$ cat src/rtl/span_zfill_pkg.sv
package span_zfill_pkg;

    typedef enum logic [3:0] {
        ST_IDLE,
        ST_LD_CNT,
        ST_LD_Z,
        ST_LD_I,
        ST_LD_DZ,
        ST_LD_DI,
        ST_FIRST,
        ST_RUN,
        ST_FLUSH
    } seq_state_e;

    // Per-cycle micro-operations of one pixel slot.
    typedef struct packed {
        logic rd;
        logic rd_hi;
        logic cmp;
        logic cmp_hi;
        logic cmp_last;
        logic cap;
        logic cap_hi;
        logic wr;
        logic wr_hi;
        logic step;
        logic step_hi;
        logic last;
    } slot_ops_t;

    localparam int WIDE_PHASES   = 4;
    localparam int NARROW_PHASES = 2;

    // Schedule of one pixel slot. Reads share the slot with the compare of
    // the previous pixel; writes and steps follow once the compare is known.
    function automatic slot_ops_t phase_ops(input logic narrow, input logic [1:0] ph);
        slot_ops_t o;
        o = '0;
        if (narrow) begin
            case (ph)
                2'd0: begin
                    o.rd = 1'b1; o.cmp = 1'b1; o.cmp_last = 1'b1;
                end
                default: begin
                    o.cap = 1'b1; o.wr = 1'b1; o.step = 1'b1; o.last = 1'b1;
                end
            endcase
        end else begin
            case (ph)
                2'd0: begin
                    o.rd = 1'b1; o.cmp = 1'b1;
                end
                2'd1: begin
                    o.rd = 1'b1; o.rd_hi = 1'b1;
                    o.cmp = 1'b1; o.cmp_hi = 1'b1; o.cmp_last = 1'b1;
                    o.cap = 1'b1;
                end
                2'd2: begin
                    o.cap = 1'b1; o.cap_hi = 1'b1;
                    o.wr = 1'b1; o.step = 1'b1;
                end
                default: begin
                    o.wr = 1'b1; o.wr_hi = 1'b1;
                    o.step = 1'b1; o.step_hi = 1'b1;
                    o.last = 1'b1;
                end
            endcase
        end
        return o;
    endfunction

endpackage

$ cat src/rtl/span_lane.sv
// One interpolated quantity: a two-half accumulator stepped on a single
// half-width adder with a carry latch between the halves.
module span_lane #(
    parameter int HALF_W = 16,
    localparam int FULL_W = 2 * HALF_W
) (
    input  logic              clk,
    input  logic              rst_n,
    input  logic              ld_base,
    input  logic              ld_inc,
    input  logic [FULL_W-1:0] ld_val,
    input  logic              step,
    input  logic              step_hi,
    output logic [FULL_W-1:0] value
);

    logic [FULL_W-1:0] val_q;
    logic [FULL_W-1:0] inc_q;
    logic              carry_q;
    logic [HALF_W-1:0] a_half;
    logic [HALF_W-1:0] b_half;
    logic [HALF_W:0]   sum;

    always_comb begin
        a_half = step_hi ? val_q[FULL_W-1:HALF_W] : val_q[HALF_W-1:0];
        b_half = step_hi ? inc_q[FULL_W-1:HALF_W] : inc_q[HALF_W-1:0];
        sum    = {1'b0, a_half} + {1'b0, b_half}
               + {{HALF_W{1'b0}}, step_hi & carry_q};
    end

    always_ff @(posedge clk) begin
        if (!rst_n) begin
            val_q   <= '0;
            inc_q   <= '0;
            carry_q <= 1'b0;
        end else begin
            if (ld_base) begin
                val_q   <= ld_val;
                carry_q <= 1'b0;
            end
            if (ld_inc) begin
                inc_q <= ld_val;
            end
            if (step) begin
                carry_q <= sum[HALF_W];
                if (step_hi) begin
                    val_q[FULL_W-1:HALF_W] <= sum[HALF_W-1:0];
                end else begin
                    val_q[HALF_W-1:0] <= sum[HALF_W-1:0];
                end
            end
        end
    end

    assign value = val_q;

endmodule

$ cat src/rtl/span_depth_cmp.sv
// Half-width subtractor that decides "new depth strictly nearer" over one or
// two half-operations, keeping the borrow between them.
module span_depth_cmp #(
    parameter int HALF_W = 16
) (
    input  logic              clk,
    input  logic              rst_n,
    input  logic              cmp_en,
    input  logic              cmp_hi,
    input  logic              cmp_last,
    input  logic [HALF_W-1:0] new_half,
    input  logic [HALF_W-1:0] old_half,
    output logic              nearer
);

    logic            borrow_q;
    logic            nearer_q;
    logic            borrow_in;
    logic [HALF_W:0] diff;

    always_comb begin
        borrow_in = cmp_hi & borrow_q;
        diff      = {1'b0, new_half} - {1'b0, old_half}
                  - {{HALF_W{1'b0}}, borrow_in};
    end

    always_ff @(posedge clk) begin
        if (!rst_n) begin
            borrow_q <= 1'b0;
            nearer_q <= 1'b0;
        end else if (cmp_en) begin
            borrow_q <= diff[HALF_W];
            if (cmp_last) begin
                nearer_q <= diff[HALF_W];
            end
        end
    end

    assign nearer = nearer_q;

endmodule

$ cat src/rtl/span_seq.sv
// Span sequencer: load states, pixel slots, pixel down-counter, x position.
module span_seq
    import span_zfill_pkg::*;
#(
    parameter int X_W = 4
) (
    input  logic           clk,
    input  logic           rst_n,
    input  logic           ld_fire,
    input  logic [X_W-1:0] ld_len,
    input  logic [X_W-1:0] ld_x,
    input  logic           ld_narrow,
    output seq_state_e     state,
    output slot_ops_t      ops,
    output logic [X_W-1:0] px,
    output logic           done
);

    localparam logic [X_W-1:0] X_ONE = {{(X_W-1){1'b0}}, 1'b1};

    seq_state_e     st_q;
    seq_state_e     st_d;
    logic [1:0]     ph_q;
    logic [X_W-1:0] cnt_q;
    logic [X_W-1:0] px_q;
    logic           narrow_q;
    slot_ops_t      raw;
    logic           in_slot;
    logic           fetching;
    logic           slot_end;

    assign raw      = phase_ops(narrow_q, ph_q);
    assign in_slot  = (st_q == ST_FIRST) || (st_q == ST_RUN) || (st_q == ST_FLUSH);
    assign fetching = (st_q == ST_FIRST) || (st_q == ST_RUN);
    assign slot_end = in_slot && raw.last;

    // Next-state logic
    always_comb begin
        st_d = st_q;
        unique case (st_q)
            ST_IDLE:   if (ld_fire) st_d = ST_LD_CNT;
            ST_LD_CNT: st_d = ST_LD_Z;
            ST_LD_Z:   st_d = ST_LD_I;
            ST_LD_I:   st_d = ST_LD_DZ;
            ST_LD_DZ:  st_d = ST_LD_DI;
            ST_LD_DI:  st_d = ST_FIRST;
            ST_FIRST,
            ST_RUN: begin
                if (slot_end) begin
                    st_d = (cnt_q == '0) ? ST_FLUSH : ST_RUN;
                end
            end
            ST_FLUSH:  if (slot_end) st_d = ST_IDLE;
            default:   st_d = ST_IDLE;
        endcase
    end

    // State register
    always_ff @(posedge clk) begin
        if (!rst_n) begin
            st_q <= ST_IDLE;
        end else begin
            st_q <= st_d;
        end
    end

    // Phase, counter and position registers
    always_ff @(posedge clk) begin
        if (!rst_n) begin
            ph_q     <= 2'd0;
            cnt_q    <= '0;
            px_q     <= '0;
            narrow_q <= 1'b0;
        end else begin
            if (!in_slot || raw.last) begin
                ph_q <= 2'd0;
            end else begin
                ph_q <= ph_q + 2'd1;
            end
            if (st_q == ST_LD_CNT) begin
                cnt_q    <= ld_len;
                px_q     <= ld_x;
                narrow_q <= ld_narrow;
            end else if (fetching && raw.last) begin
                px_q <= px_q + X_ONE;
                if (cnt_q != '0) begin
                    cnt_q <= cnt_q - X_ONE;
                end
            end
        end
    end

    // Outputs
    always_comb begin
        ops = '0;
        unique case (st_q)
            ST_FIRST: begin
                ops.rd     = raw.rd;
                ops.rd_hi  = raw.rd_hi;
                ops.cap    = raw.cap;
                ops.cap_hi = raw.cap_hi;
                ops.last   = raw.last;
            end
            ST_RUN: begin
                ops = raw;
            end
            ST_FLUSH: begin
                ops         = raw;
                ops.rd      = 1'b0;
                ops.rd_hi   = 1'b0;
                ops.cap     = 1'b0;
                ops.cap_hi  = 1'b0;
                ops.step    = 1'b0;
                ops.step_hi = 1'b0;
            end
            default: ops = '0;
        endcase
    end

    assign state = st_q;
    assign px    = px_q;
    assign done  = (st_q == ST_FLUSH) && raw.last;

endmodule

$ cat src/rtl/span_zfill.sv
module span_zfill
    import span_zfill_pkg::*;
#(
    parameter int HALF_W = 16,
    parameter int X_W    = 4,
    parameter int ROW_W  = 2,
    localparam int FULL_W = 2 * HALF_W,
    localparam int ADDR_W = ROW_W + X_W
) (
    input  logic              clk,
    input  logic              rst_n,
    input  logic              ld_valid,
    output logic              ld_ready,
    input  logic [ROW_W-1:0]  ld_row,
    input  logic [X_W-1:0]    ld_x,
    input  logic [X_W-1:0]    ld_len,
    input  logic [FULL_W-1:0] ld_z,
    input  logic [FULL_W-1:0] ld_i,
    input  logic [FULL_W-1:0] ld_dz,
    input  logic [FULL_W-1:0] ld_di,
    input  logic              ld_narrow,
    output logic              mem_rd,
    output logic              mem_wr,
    output logic              mem_hi,
    output logic [ADDR_W-1:0] mem_addr,
    output logic [HALF_W-1:0] mem_wz,
    output logic [HALF_W-1:0] mem_wi,
    input  logic [HALF_W-1:0] mem_rz,
    output logic              span_done
);

    localparam int LANES = 2;
    localparam logic [X_W-1:0] X_ONE = {{(X_W-1){1'b0}}, 1'b1};

    seq_state_e     st;
    slot_ops_t      ops;
    logic [X_W-1:0] px;
    logic           ld_fire;
    logic           nearer;

    // Span parameters held from acceptance until the span completes
    logic [ROW_W-1:0]  sh_row;
    logic [X_W-1:0]    sh_x;
    logic [X_W-1:0]    sh_len;
    logic [FULL_W-1:0] sh_z;
    logic [FULL_W-1:0] sh_i;
    logic [FULL_W-1:0] sh_dz;
    logic [FULL_W-1:0] sh_di;
    logic              sh_narrow;

    // Fetched stored depth: landing stage and compare stage
    logic [HALF_W-1:0] nxt_lo;
    logic [HALF_W-1:0] nxt_hi;
    logic [HALF_W-1:0] old_lo;
    logic [HALF_W-1:0] old_hi;

    logic [LANES-1:0]  lane_ld_base;
    logic [LANES-1:0]  lane_ld_inc;
    logic [FULL_W-1:0] lane_src [LANES];
    logic [FULL_W-1:0] lane_val [LANES];

    assign ld_ready = (st == ST_IDLE);
    assign ld_fire  = ld_valid && ld_ready;

    always_ff @(posedge clk) begin
        if (!rst_n) begin
            sh_row    <= '0;
            sh_x      <= '0;
            sh_len    <= '0;
            sh_z      <= '0;
            sh_i      <= '0;
            sh_dz     <= '0;
            sh_di     <= '0;
            sh_narrow <= 1'b0;
        end else if (ld_fire) begin
            sh_row    <= ld_row;
            sh_x      <= ld_x;
            sh_len    <= ld_len;
            sh_z      <= ld_z;
            sh_i      <= ld_i;
            sh_dz     <= ld_dz;
            sh_di     <= ld_di;
            sh_narrow <= ld_narrow;
        end
    end

    span_seq #(.X_W(X_W)) u_seq (
        .clk       (clk),
        .rst_n     (rst_n),
        .ld_fire   (ld_fire),
        .ld_len    (sh_len),
        .ld_x      (sh_x),
        .ld_narrow (sh_narrow),
        .state     (st),
        .ops       (ops),
        .px        (px),
        .done      (span_done)
    );

    // Lane 0 carries depth, lane 1 carries intensity.
    assign lane_ld_base = {st == ST_LD_I,  st == ST_LD_Z};
    assign lane_ld_inc  = {st == ST_LD_DI, st == ST_LD_DZ};
    assign lane_src[0]  = (st == ST_LD_Z) ? sh_z : sh_dz;
    assign lane_src[1]  = (st == ST_LD_I) ? sh_i : sh_di;

    for (genvar g = 0; g < LANES; g++) begin : g_lane
        span_lane #(.HALF_W(HALF_W)) u_lane (
            .clk     (clk),
            .rst_n   (rst_n),
            .ld_base (lane_ld_base[g]),
            .ld_inc  (lane_ld_inc[g]),
            .ld_val  (lane_src[g]),
            .step    (ops.step),
            .step_hi (ops.step_hi),
            .value   (lane_val[g])
        );
    end

    always_ff @(posedge clk) begin
        if (!rst_n) begin
            nxt_lo <= '0;
            nxt_hi <= '0;
            old_lo <= '0;
            old_hi <= '0;
        end else begin
            if (ops.cap) begin
                if (ops.cap_hi) begin
                    nxt_hi <= mem_rz;
                end else begin
                    nxt_lo <= mem_rz;
                end
            end
            if (ops.last) begin
                old_lo <= (ops.cap && !ops.cap_hi) ? mem_rz : nxt_lo;
                old_hi <= (ops.cap &&  ops.cap_hi) ? mem_rz : nxt_hi;
            end
        end
    end

    span_depth_cmp #(.HALF_W(HALF_W)) u_cmp (
        .clk      (clk),
        .rst_n    (rst_n),
        .cmp_en   (ops.cmp),
        .cmp_hi   (ops.cmp_hi),
        .cmp_last (ops.cmp_last),
        .new_half (ops.cmp_hi ? lane_val[0][FULL_W-1:HALF_W] : lane_val[0][HALF_W-1:0]),
        .old_half (ops.cmp_hi ? old_hi : old_lo),
        .nearer   (nearer)
    );

    // Memory port: reads address the pixel being fetched, writes the one before.
    assign mem_rd   = ops.rd;
    assign mem_wr   = ops.wr && nearer;
    assign mem_hi   = ops.rd ? ops.rd_hi : ops.wr_hi;
    assign mem_addr = {sh_row, ops.rd ? px : (px - X_ONE)};
    assign mem_wz   = ops.wr_hi ? lane_val[0][FULL_W-1:HALF_W] : lane_val[0][HALF_W-1:0];
    assign mem_wi   = ops.wr_hi ? lane_val[1][FULL_W-1:HALF_W] : lane_val[1][HALF_W-1:0];

endmodule

$ cat config.mk
export PLATFORM = sky130hd
export DESIGN_NAME = span_zfill
export DESIGN_NICKNAME = d
export VERILOG_FILES = /design/src/rtl/span_zfill_pkg.sv /design/src/rtl/span_lane.sv /design/src/rtl/span_depth_cmp.sv /design/src/rtl/span_seq.sv /design/src/rtl/span_zfill.sv
export SDC_FILE = /design/constraint.sdc
export NUM_CORES = 1
export LEC_CHECK = 0
export BUFFER_PORTS_ARGS = -buffer_cell sky130_fd_sc_hd__buf_2
export CORE_MARGIN = 5
export CORE_UTILIZATION = 45
export DETAILED_ROUTE_END_ITERATION = 8
export GPL_TIMING_DRIVEN = 0
export SLEW_MARGIN = 20
export SYNTH_ARGS = -nofsm -noshare
export SYNTH_HDL_FRONTEND = slang
export SYNTH_SLANG_ARGS = --single-unit
$ cat constraint.sdc
create_clock -name clk -period 6.03 [get_ports clk]
set_clock_uncertainty 0.1 [all_clocks]
set_input_delay 0 -clock clk [delete_from_list [all_inputs] [get_ports clk]]
set_output_delay 0 -clock clk [all_outputs]
set_load 0.05 [all_outputs]
-- Word-level counts from Yosys, hierarchy flattened
Index checks and enable logic that the tools add are counted.
Widths: inputs -> output; s select.
- flip-flop bits (word level): 350
- bits of input ports: 158
- output and inout port bits: 43
- logic and storage cells: 145
- $add $sub $neg: 10
- equality and inequality tests: 13
- multiplexer cells: 60
- bitwise gates (word level): 5
- reductions and logical operators: 32
- operators by type and width (cell ; number):
    $mux 16 ; 14
    $mux 32 ; 6
    $mux 4 ; 10
    $add 16x16->17 ; 2
    $add 17x1->17 ; 2
    $pmux 4 s8 ; 1
    $mux 1 ; 22
    $sub 16x16->17 ; 1
    $sub 17x1->17 ; 1
    $eq 4x3->1 const B ; 4
    $mux 2 ; 5
    $reduce_or 2->1 ; 5
    $eq 4x2->1 const B ; 2
    $logic_not 4->1 ; 2
    $pmux 4 s2 ; 1
    $reduce_and 2->1 ; 4
    $reduce_bool 2->1 ; 4
    $sub 4x1->4 const B ; 2
    $logic_and 1x1->1 ; 7
    $ne 2x1->1 const B ; 3
    $reduce_or 3->1 ; 2
    $add 4x1->4 const B ; 1
    $eq 4x1->1 const B ; 1
    $eq 4x4->1 const B ; 1
    11 further kinds ; 17

-- Longest topological paths before layout
Gate-level depths: netlist of run 1.
- depth in word-level cells: 10
- depth in mapped cells: 15
- gate-level depth less buffers: 14

-- By module
From an unflattened synthesis of run 1, not the netlist that was laid out.
- cell total of the unflattened synthesis: 2055
- area total of the unflattened synthesis: 19120.8 µm²
- modules (own cells, without submodules) (module ; instances ; cells an instance ; area an instance (µm²) ; sequential area each (µm²)):
    span_zfill ; 1 ; 975 ; 9456.6 ; 4063.9
    span_lane at g_lane[1].u_lane ; 1 ; 435 ; 3995.1 ; 1301.2
    span_lane at g_lane[0].u_lane ; 1 ; 424 ; 3938.8 ; 1301.2
    span_seq ; 1 ; 121 ; 1004.7 ; 300.3
    span_depth_cmp ; 1 ; 100 ; 725.7 ; 40.0

-- Least setup slack after synthesis of run 1
OpenSTA, ideal clock, no wires.
- path kind: register -> register
- start point: register u_seq.st_q[3] (netlist: u_seq.state[3])
- end point: register g_lane[1].u_lane.val_q[24]
- setup time: 0.115 ns
- data arrival time: 3.462 ns
- data required time: 5.815 ns
- slack: 2.354 ns
- cell stages (with the launch flop): 14
- path buffers: 2
- period minus slack after synthesis: 3.676 ns
- path through: dfxtp_1 nand4b_1 nor2_1 buf_2 buf_2 nand2_1 fa_1 fa_1 nor2b_1 o31ai_1 a21oi_1 o21ai_0 nor4b_1 a2111oi_0
- word-level cells in the longest chain between the ends: 7
- elaborated cells on any way between the ends: 13
- those cells by class: add/sub: 2; eq/ne: 3; mux: 7; bitwise: 1
- RTL lines (element ; RTL line ; source):
    start, declared ; span_seq.sv:21 ; seq_state_e st_q;
    start signal, assigned ; span_seq.sv:63 ; st_q <= st_d;
    $eq 4x4->1 or $eq 4x3->1 (tied branches) ; span_seq.sv:96 ; unique case (st_q)
    $pmux 4 s2 ; span_seq.sv:96 ;
    $mux 16, on equally long branches ; span_lane.sv:25, span_lane.sv:26 ;
    $add 16x16->17 ; span_lane.sv:27 ; sum = {1'b0, a_half} + {1'b0, b_half}
    $add 17x1->17 ; span_lane.sv:28 ; + {{HALF_W{1'b0}}, step_hi & carry_q};
    $mux 16 ; span_lane.sv:46 ; if (step_hi) begin
    $mux 32 * ; span_lane.sv:44 ; if (step) begin
    end signal, assigned ; span_lane.sv:38 ; val_q <= ld_val;
    end signal, assigned by index ; span_lane.sv:47 ; val_q[FULL_W-1:HALF_W] <= sum[HALF_W-1:0];
    end signal, assigned by index ; span_lane.sv:49 ; val_q[HALF_W-1:0] <= sum[HALF_W-1:0];
    end, declared ; span_lane.sv:17 ; logic [FULL_W-1:0] val_q;
Mark *: on every way between the ends. The rest lies on a longest branch, timed or not.
A chain may end at the register's enable or synchronous reset.

-- Final worst setup path of run 1
- start point: register u_seq.st_q[1] (netlist: u_seq.state[1])
- end point: register g_lane[1].u_lane.val_q[24]
The elaborated chain is that of the path after synthesis.

==> load_flow_metrics.sql, run 1 <==
INSERT INTO impl_metrics (metric_group, metric, value, unit) VALUES
('drt', 'met1Wirelength', '25700', 'um'),
('drt', 'detail_route.drc_violations', '0', ''),
('drt', 'vias', '15587', ''),
('sta', 'final_max_slew_viol_count', '0', ''),
('drt', 'route.top_layer_used', 'met4', ''),
('worst_setup_path', 'cp.required', '6.37', 'ns'),
('floorplanning', 'floorplan.io_pins', '201', ''),
('place', 'placed_wire_length_estimate', '41100', 'um'),
('drt', 'viasPerCell', '5.31', ''),
('final_layout', 'finish.utilization', '0.574', ''),
('place', 'routabilityCongestion', '0.936', ''),
('sta', 'finalSetupViolCount', '0', ''),
('sta', 'layout_setup_ws', '1.24', 'ns'),
('final_layout', 'final_cell_mix', '468 x nand2_1, 350 x dfxtp_1, 258 x a21oi_1, 234 x buf_2, 157 x dlygate4sd3_1', ''),
('final_layout', 'stdcell_count', '2936', ''),
('global_routing', 'grt_util_all_layers', '0.263', ''),
('floorplanning', 'number_of_cell_rows', '71', ''),
('clocking', 'cts.repair_timing.setup_buffer_count', '0', ''),
('sta', 'min_period_over_period', '0.794', ''),
('clocking', 'cts.sinks', '350', ''),
('drt', 'wl_met2', '25500', 'um'),
('clocking', 'cts_tree', 'built', ''),
('drt', 'drt-initial-drc-count', '913', ''),
('sta', 'clock.fmax', '209', 'MHz'),
('drt', 'wirelength', '55900', 'um'),
('place', 'postPlaceCellArea', '18500', 'um2'),
('worst_setup_path', 'worstSetupStartpoint', 'u_seq.state[1]', ''),
('worst_setup_path', 'critPathSlowestCell', 'fa_1', ''),
('sta', 'fin_tns_setup', '0', 'ns'),
('power_and_ir_drop', 'power.density_cell_area', '282', 'nW/um2'),
('power_and_ir_drop', 'vdd_ir_drop_max', '0.179', 'mV'),
('worst_setup_path', 'startpoint_type', 'register', ''),
('drt', 'routed-wl-met3', '3080', 'um'),
('floorplanning', 'die-area', '41500', 'um2'),
('worst_setup_path', 'critical_path_arrival', '5.12', 'ns'),
('sta', 'worst_pin_slew', '1.03', 'ns'),
('synthesis', 'yosysSeqAreaShare', '0.415', ''),
('final_layout', 'post_route_cells_drive_above_1_share', '0.179', ''),
('clocking', 'clock_tree.buffer_depth', '3', ''),
('power_and_ir_drop', 'post-layout-total-power', '6.05', 'mW'),
('sta', 'layout_min_cycle_time', '4.79', 'ns'),
('power_and_ir_drop', 'p_int', '4.34', 'mW'),
('synthesis', 'synth_nets', '2222', ''),
('floorplanning', 'start_util', '0.452', ''),
('drt', 'route.detailed.wl_per_inst', '19.0', 'um'),
('synthesis', 'syn-mean-instance-area', '8.47', 'um2'),
('hold_path', 'min_path_type', 'input pin to register', ''),
('floorplanning', 'die_height', '204', 'um'),
('global_routing', 'gr-total-overflow', '0', ''),
('place', 'placement.setup.worst_slack', '1.41', 'ns'),
('synthesis', 'synth_warnings', '0', ''),
('worst_setup_path', 'regToRegStartpoint', 'u_seq.state[1]', ''),
('global_routing', 'grt_max_degree', '15', ''),
('final_layout', 'design.final.nets', '2621', ''),
('final_layout', 'synthToLayoutAreaGrowth', '27.1', '%'),
('sta', 'timing_hold_violations_final', '0', ''),
('synthesis', 'post_synth_inst_count', '1994', ''),
('global_routing', 'antenna_found_initial', '0', ''),
('global_routing', 'vias_in_the_first_global_route', '15455', ''),
('hold_path', 'timing.hold.worst.start', 'ld_i[5]', ''),
('power_and_ir_drop', 'power_frac_seq', '0.423', ''),
('power_and_ir_drop', 'power.leakage', '8.85', 'nW'),
('clocking', 'clock_tree.htree_level_count', '2', ''),
('synthesis', 'dominantRegCellSynth', 'dfxtp_1', ''),
('run', 'max-cap-violations', '0', ''),
('sta', 'worst_hold_slack', '0.115', 'ns'),
('status', 'run_status', 'complete, no violations', ''),
('worst_setup_path', 'delay_contributed_by_the_slowest_stage_of_the_critical_path', '0.50', 'ns'),
('sta', 'max_slew_margin', '0.306', ''),
('worst_setup_path', 'critPathCaptureType', 'register', ''),
('clocking', 'clock-root-buffer', 'clkbuf_16', '');
-- routing by layer --
layer / global-route usage / vias to the layer above
li1: - / 7700
met1: 0.355 / 7350
met2: 0.427 / 444
met3: 0.0471 / 93
met4: 0.0887 / 0
met5: 0 / -
-- final timing paths --
check	endpoint	slack [ns]
worst max-delay path	g_lane[1].u_lane.value[24]	1.24
worst min-delay path	sh_i[5]	0.12
worst max register to register	g_lane[1].u_lane.value[24]	1.24
worst min register to register	sh_row[0]	0.35
-- area by class of cell --
class | instances | area (um2)
antenna | 1 | 2.50
clock inverter | 16 | 223
sequential | 350 | 7010
tap | 511 | 639
timing repair buffer | 357 | 2570
fill | 3372 | 15900
clock buffer | 57 | 1150
inverter | 45 | 169
multi-input combinational | 1461 | 9130
buffer | 138 | 584
-- worst max-delay path: cells and delay by family (launching register included) --
family          cells  cell delay [ns]
buf+inv             2             0.74
simple gates        5             1.25
flops               1             0.42
fa+ha+maj           2             0.98
compound gates      4             1.17
-- synthesized netlist by cell type (all sizes together), types with 4 or more instances --
| cell type | instances | area share |
|---|---|---|
| inv | 45 | 0.010 |
| a21oi | 260 | 0.078 |
| a21boi | 4 | 0.0018 |
| nand2b | 10 | 0.0037 |
| a211oi | 85 | 0.038 |
| nor2 | 111 | 0.025 |
| a21o | 6 | 0.0027 |
| o21a | 17 | 0.0076 |
| or3 | 4 | 0.0015 |
| buf | 44 | 0.014 |
| nor3b | 4 | 0.0018 |
| clkbuf | 94 | 0.021 |
| mux2 | 117 | 0.078 |
| nor2b | 27 | 0.010 |
| a31oi | 8 | 0.0030 |
| nor3 | 19 | 0.0069 |
| nand4 | 7 | 0.0026 |
| fa | 4 | 0.0047 |
| nand2 | 468 | 0.10 |
| o31ai | 4 | 0.0018 |
| nor4 | 11 | 0.0044 |
| xor2 | 9 | 0.0047 |
| dfxtp | 350 | 0.41 |
| mux2i | 91 | 0.054 |
| nand3 | 5 | 0.0015 |
| ha | 66 | 0.049 |
| and3 | 5 | 0.0019 |
| o21ai | 33 | 0.0098 |
| o211a | 17 | 0.010 |
| nand3b | 4 | 0.0020 |
| xnor2 | 15 | 0.0078 |
| and2 | 7 | 0.0026 |
-- power groups by stage --
stage / Clock (mW) / Sequential (mW) / Combinational, mW
6_report: 2.54 / 2.56 / 0.943
5_1_grt: 2.68 / 2.57 / 1.03
4_1_cts: 2.59 / 2.56 / 0.938
3_5_place_dp: 0 / 2.61 / 0.856
3_3_place_gp: 0 / 2.60 / 0.843
2_1_floorplan: 0 / 2.56 / 0.578
-- timing repair --
item	4_1_cts	5_1_grt
hold endpoints to repair	206	0
hold buffers	157	0
setup endpoints to repair	0	0
-- registers in the layout (all words and copies together), names as in the netlist, 2 cells and up --
register / flops
g_lane.u_lane.carry_q: 2
g_lane.u_lane.inc_q: 64
g_lane.u_lane.value: 64
nxt_hi: 16
nxt_lo: 16
old_hi: 16
old_lo: 16
sh_di: 32
sh_dz: 32
sh_i: 32
sh_len: 4
sh_row: 2
sh_x: 4
sh_z: 32
u_seq.cnt_q: 4
u_seq.ph_q: 2
u_seq.px: 4
u_seq.state: 4
-- kinds of logic (layout without fill, tap and decap cells) --
logic type	Yosys count	count (layout)	share of synthesized area
fa+ha+maj	70	70	0.0536
xor+xnor	24	24	0.0124
buf+inv	183	613	0.0446
mux	208	208	0.132
other cells	0	1	0
simple gates	694	694	0.173
compound gates	465	465	0.169
flops	350	350	0.415
Note: power is estimated with default switching activity, not from simulation.
==> run 2, diff against run 1 <==
Clock period 6.03 ns to 4.9 ns, I/O delays scaled along.
==> load_flow_metrics.sql, run 2 (synthesis results as in run 1) <==
INSERT INTO impl_metrics (metric_group, metric, value, unit) VALUES
('drt', 'viasPerCell', '5.35', ''),
('sta', 'fin_tns_setup', '0', 'ns'),
('clocking', 'cts.sinks', '350', ''),
('floorplanning', 'die-area', '41500', 'um2'),
('global_routing', 'antenna_found_initial', '0', ''),
('worst_setup_path', 'critical_path.most_common_cell', 'fa_1', ''),
('clocking', 'cts.repair_timing.setup_buffer_count', '0', ''),
('final_layout', 'finish.utilization', '0.574', ''),
('floorplanning', 'floorplan.io_pins', '201', ''),
('drt', 'detail_route.drc_violations', '0', ''),
('place', 'portBuffers', '200', ''),
('worst_setup_path', 'critPathSlowestCell', 'fa_1', ''),
('sta', 'layout_min_cycle_time', '4.50', 'ns'),
('final_layout', 'final_cell_mix', '468 x nand2_1, 350 x dfxtp_1, 257 x a21oi_1, 233 x buf_2, 157 x dlygate4sd3_1', ''),
('final_layout', 'stdcell_count', '2935', ''),
('final_layout', 'post_route_cells_drive_above_1_share', '0.180', ''),
('power_and_ir_drop', 'power.share.clock', '0.421', ''),
('power_and_ir_drop', 'p_int', '5.34', 'mW'),
('final_layout', 'design.final.nets', '2621', ''),
('power_and_ir_drop', 'power_frac_seq', '0.423', ''),
('clocking', 'cts_tree', 'built', ''),
('clocking', 'insertion_delay', '0.57', 'ns'),
('global_routing', 'first_pass_grt_wire_length', '86000', 'um'),
('place', 'placed_cells', '2705', ''),
('global_routing', 'grt_util_all_layers', '0.263', ''),
('clocking', 'clock_tree.buffer_depth', '3', ''),
('sta', 'clock.fmax', '222', 'MHz'),
('drt', 'ant_nets', '0', ''),
('floorplanning', 'start_util', '0.452', ''),
('final_layout', 'layout.cells.most_common', 'nand2_1', ''),
('worst_setup_path', 'cp.required', '5.23', 'ns'),
('drt', 'route.detailed.wl_per_inst', '19.1', 'um'),
('sta', 'timing_hold_violations_final', '0', ''),
('final_layout', 'area.sequential', '7010', 'um2'),
('worst_setup_path', 'startpoint_type', 'register', ''),
('sta', 'max_slew_margin', '0.286', ''),
('final_layout', 'multi_input_comb_area', '9130', 'um2'),
('run', 'max-cap-violations', '0', ''),
('sta', 'rsz0062_at_grt', 'no', ''),
('drt', 'vias', '15692', ''),
('worst_setup_path', 'delay_contributed_by_the_slowest_stage_of_the_critical_path', '0.50', 'ns'),
('drt', 'wirelength', '56000', 'um'),
('global_routing', 'vias_in_the_first_global_route', '15455', ''),
('hold_path', 'min_path_type', 'input pin to register', ''),
('clocking', 'worst_setup_hold_path_clk_slew', '0.06', 'ns'),
('clocking', 'clock-root-buffer', 'clkbuf_16', ''),
('clocking', 'clock_tree.htree_level_count', '2', ''),
('sta', 'worst_hold_slack', '0.121', 'ns'),
('floorplanning', 'core_area', '37400', 'um2'),
('floorplanning', 'number_of_cell_rows', '71', ''),
('clocking', 'cts_buffers', '40', ''),
('drt', 'drt-pass1-iter-count', '6', ''),
('drt', 'drt-initial-drc-count', '980', ''),
('final_layout', 'fillers', '3370', ''),
('sta', 'finalSetupViolCount', '0', ''),
('status', 'run_status', 'complete, no violations', ''),
('place', 'routabilityCongestion', '0.936', ''),
('floorplanning', 'die_w', '204', 'um'),
('power_and_ir_drop', 'vdd_ir_drop_max', '0.219', 'mV'),
('power_and_ir_drop', 'p_comb_frac', '0.156', ''),
('worst_setup_path', 'critPathCaptureType', 'register', ''),
('worst_setup_path', 'worstPathCellList', 'nand4b_1 -> nor2_1 -> buf_2 -> clkbuf_4 -> nand2_1 -> fa_1 -> fa_1 -> nor2b_1 -> o31ai_1 -> a21oi_2 -> o21ai_0 -> nor4b_1 -> a2111oi_0', ''),
('global_routing', 'grt_max_degree', '15', ''),
('final_layout', 'antennaDiodeCount', '0', ''),
('place', 'placed_wire_length_estimate', '41100', 'um'),
('worst_setup_path', 'timing.critical_path.fanout_max', '10', ''),
('power_and_ir_drop', 'swShare', '0.282', ''),
('power_and_ir_drop', 'power.leakage', '8.85', 'nW'),
('power_and_ir_drop', 'power_switching', '2.10', 'mW'),
('power_and_ir_drop', 'post-layout-total-power', '7.44', 'mW'),
('worst_setup_path', 'critical_path_class', 'register to register', ''),
('sta', 'min_period_over_period', '0.919', ''),
('floorplanning', 'die_height', '204', 'um'),
('global_routing', 'gr-total-overflow', '0', ''),
('power_and_ir_drop', 'power.density_cell_area', '347', 'nW/um2'),
('worst_setup_path', 'critical_path_arrival', '4.84', 'ns'),
('sta', 'final_max_slew_viol_count', '0', ''),
('sta', 'worst_pin_slew', '1.06', 'ns'),
('final_layout', 'synthToLayoutAreaGrowth', '27.2', '%');
-- run 2: cell types whose count changed in the layout (fill, tap and decap cells not counted), sizes merged --
cell    previous run  this run
clkbuf           151       152
buf              244       243
diode              1         0
-- run 2: through the flow --
step,cell area [um2],setup slack (ns)
floorplan,16900,1.22
global placement,18500,0.337
detailed placement,18500,0.279
CTS,21500,0.248
global route,21500,0.0784
finish,21500,0.395
-- run 2: area by class of cell --
type                            instances  share of cell area
Sequential cell                       350               0.326
Clock inverter                         16              0.0104
Inverter                               45             0.00786
Clock buffer                           57              0.0534
Multi-Input combinational cell       1461               0.425
Tap cell                              511              0.0298
Buffer                                138              0.0273
Timing Repair Buffer                  357               0.120
-- run 2: what timing repair did --
action                                  in CTS  in global routing
endpoints found under the setup margin       0                  2
hold buffers                               157                  0
gates resized for setup                      0                  2
hold endpoints to repair                   206                  0
-- run 2: final timing paths --
| kind | end | depth (start not counted) | startpoint | slack, ns |
|---|---|---|---|---|
| hold reg to reg | sh_row[0] | 2 | sh_row[0] | 0.35 |
| hold / removal | sh_i[5] | 4 | ld_i[5] | 0.12 |
| setup / recovery | g_lane[1].u_lane.value[24] | 13 | u_seq.state[1] | 0.40 |
| setup reg to reg | g_lane[1].u_lane.value[24] | 13 | u_seq.state[1] | 0.40 |
-- run 2: worst max-delay path: cells and delay by family, from the launching register on --
| kind | cells | cell delay [ns] |
|---|---|---|
| buffers and inverters | 2 | 0.69 |
| adder cells (fa/ha/maj) | 2 | 0.97 |
| AND/OR/NAND/NOR | 5 | 1.20 |
| AO/OA/AOI/OAI | 4 | 0.98 |
| flip-flops | 1 | 0.42 |
-- run 2: routing by layer --
layer	vias up	GRT usage	routed length, um
li1	7710	-	-
met1	7423	0.355	25400
met2	473	0.427	25600
met3	86	0.0471	3410
met4	0	0.0887	1610
met5	-	0	0
-- run 2: power by group through the flow --
stage	Sequential (mW)	Clock [mW]	Combinational [mW]
after floorplan	3.16	0	0.711
after global placement	3.20	0	1.04
after detailed placement	3.21	0	1.05
after CTS	3.15	3.18	1.15
after global routing	3.16	3.30	1.27
final	3.15	3.13	1.16
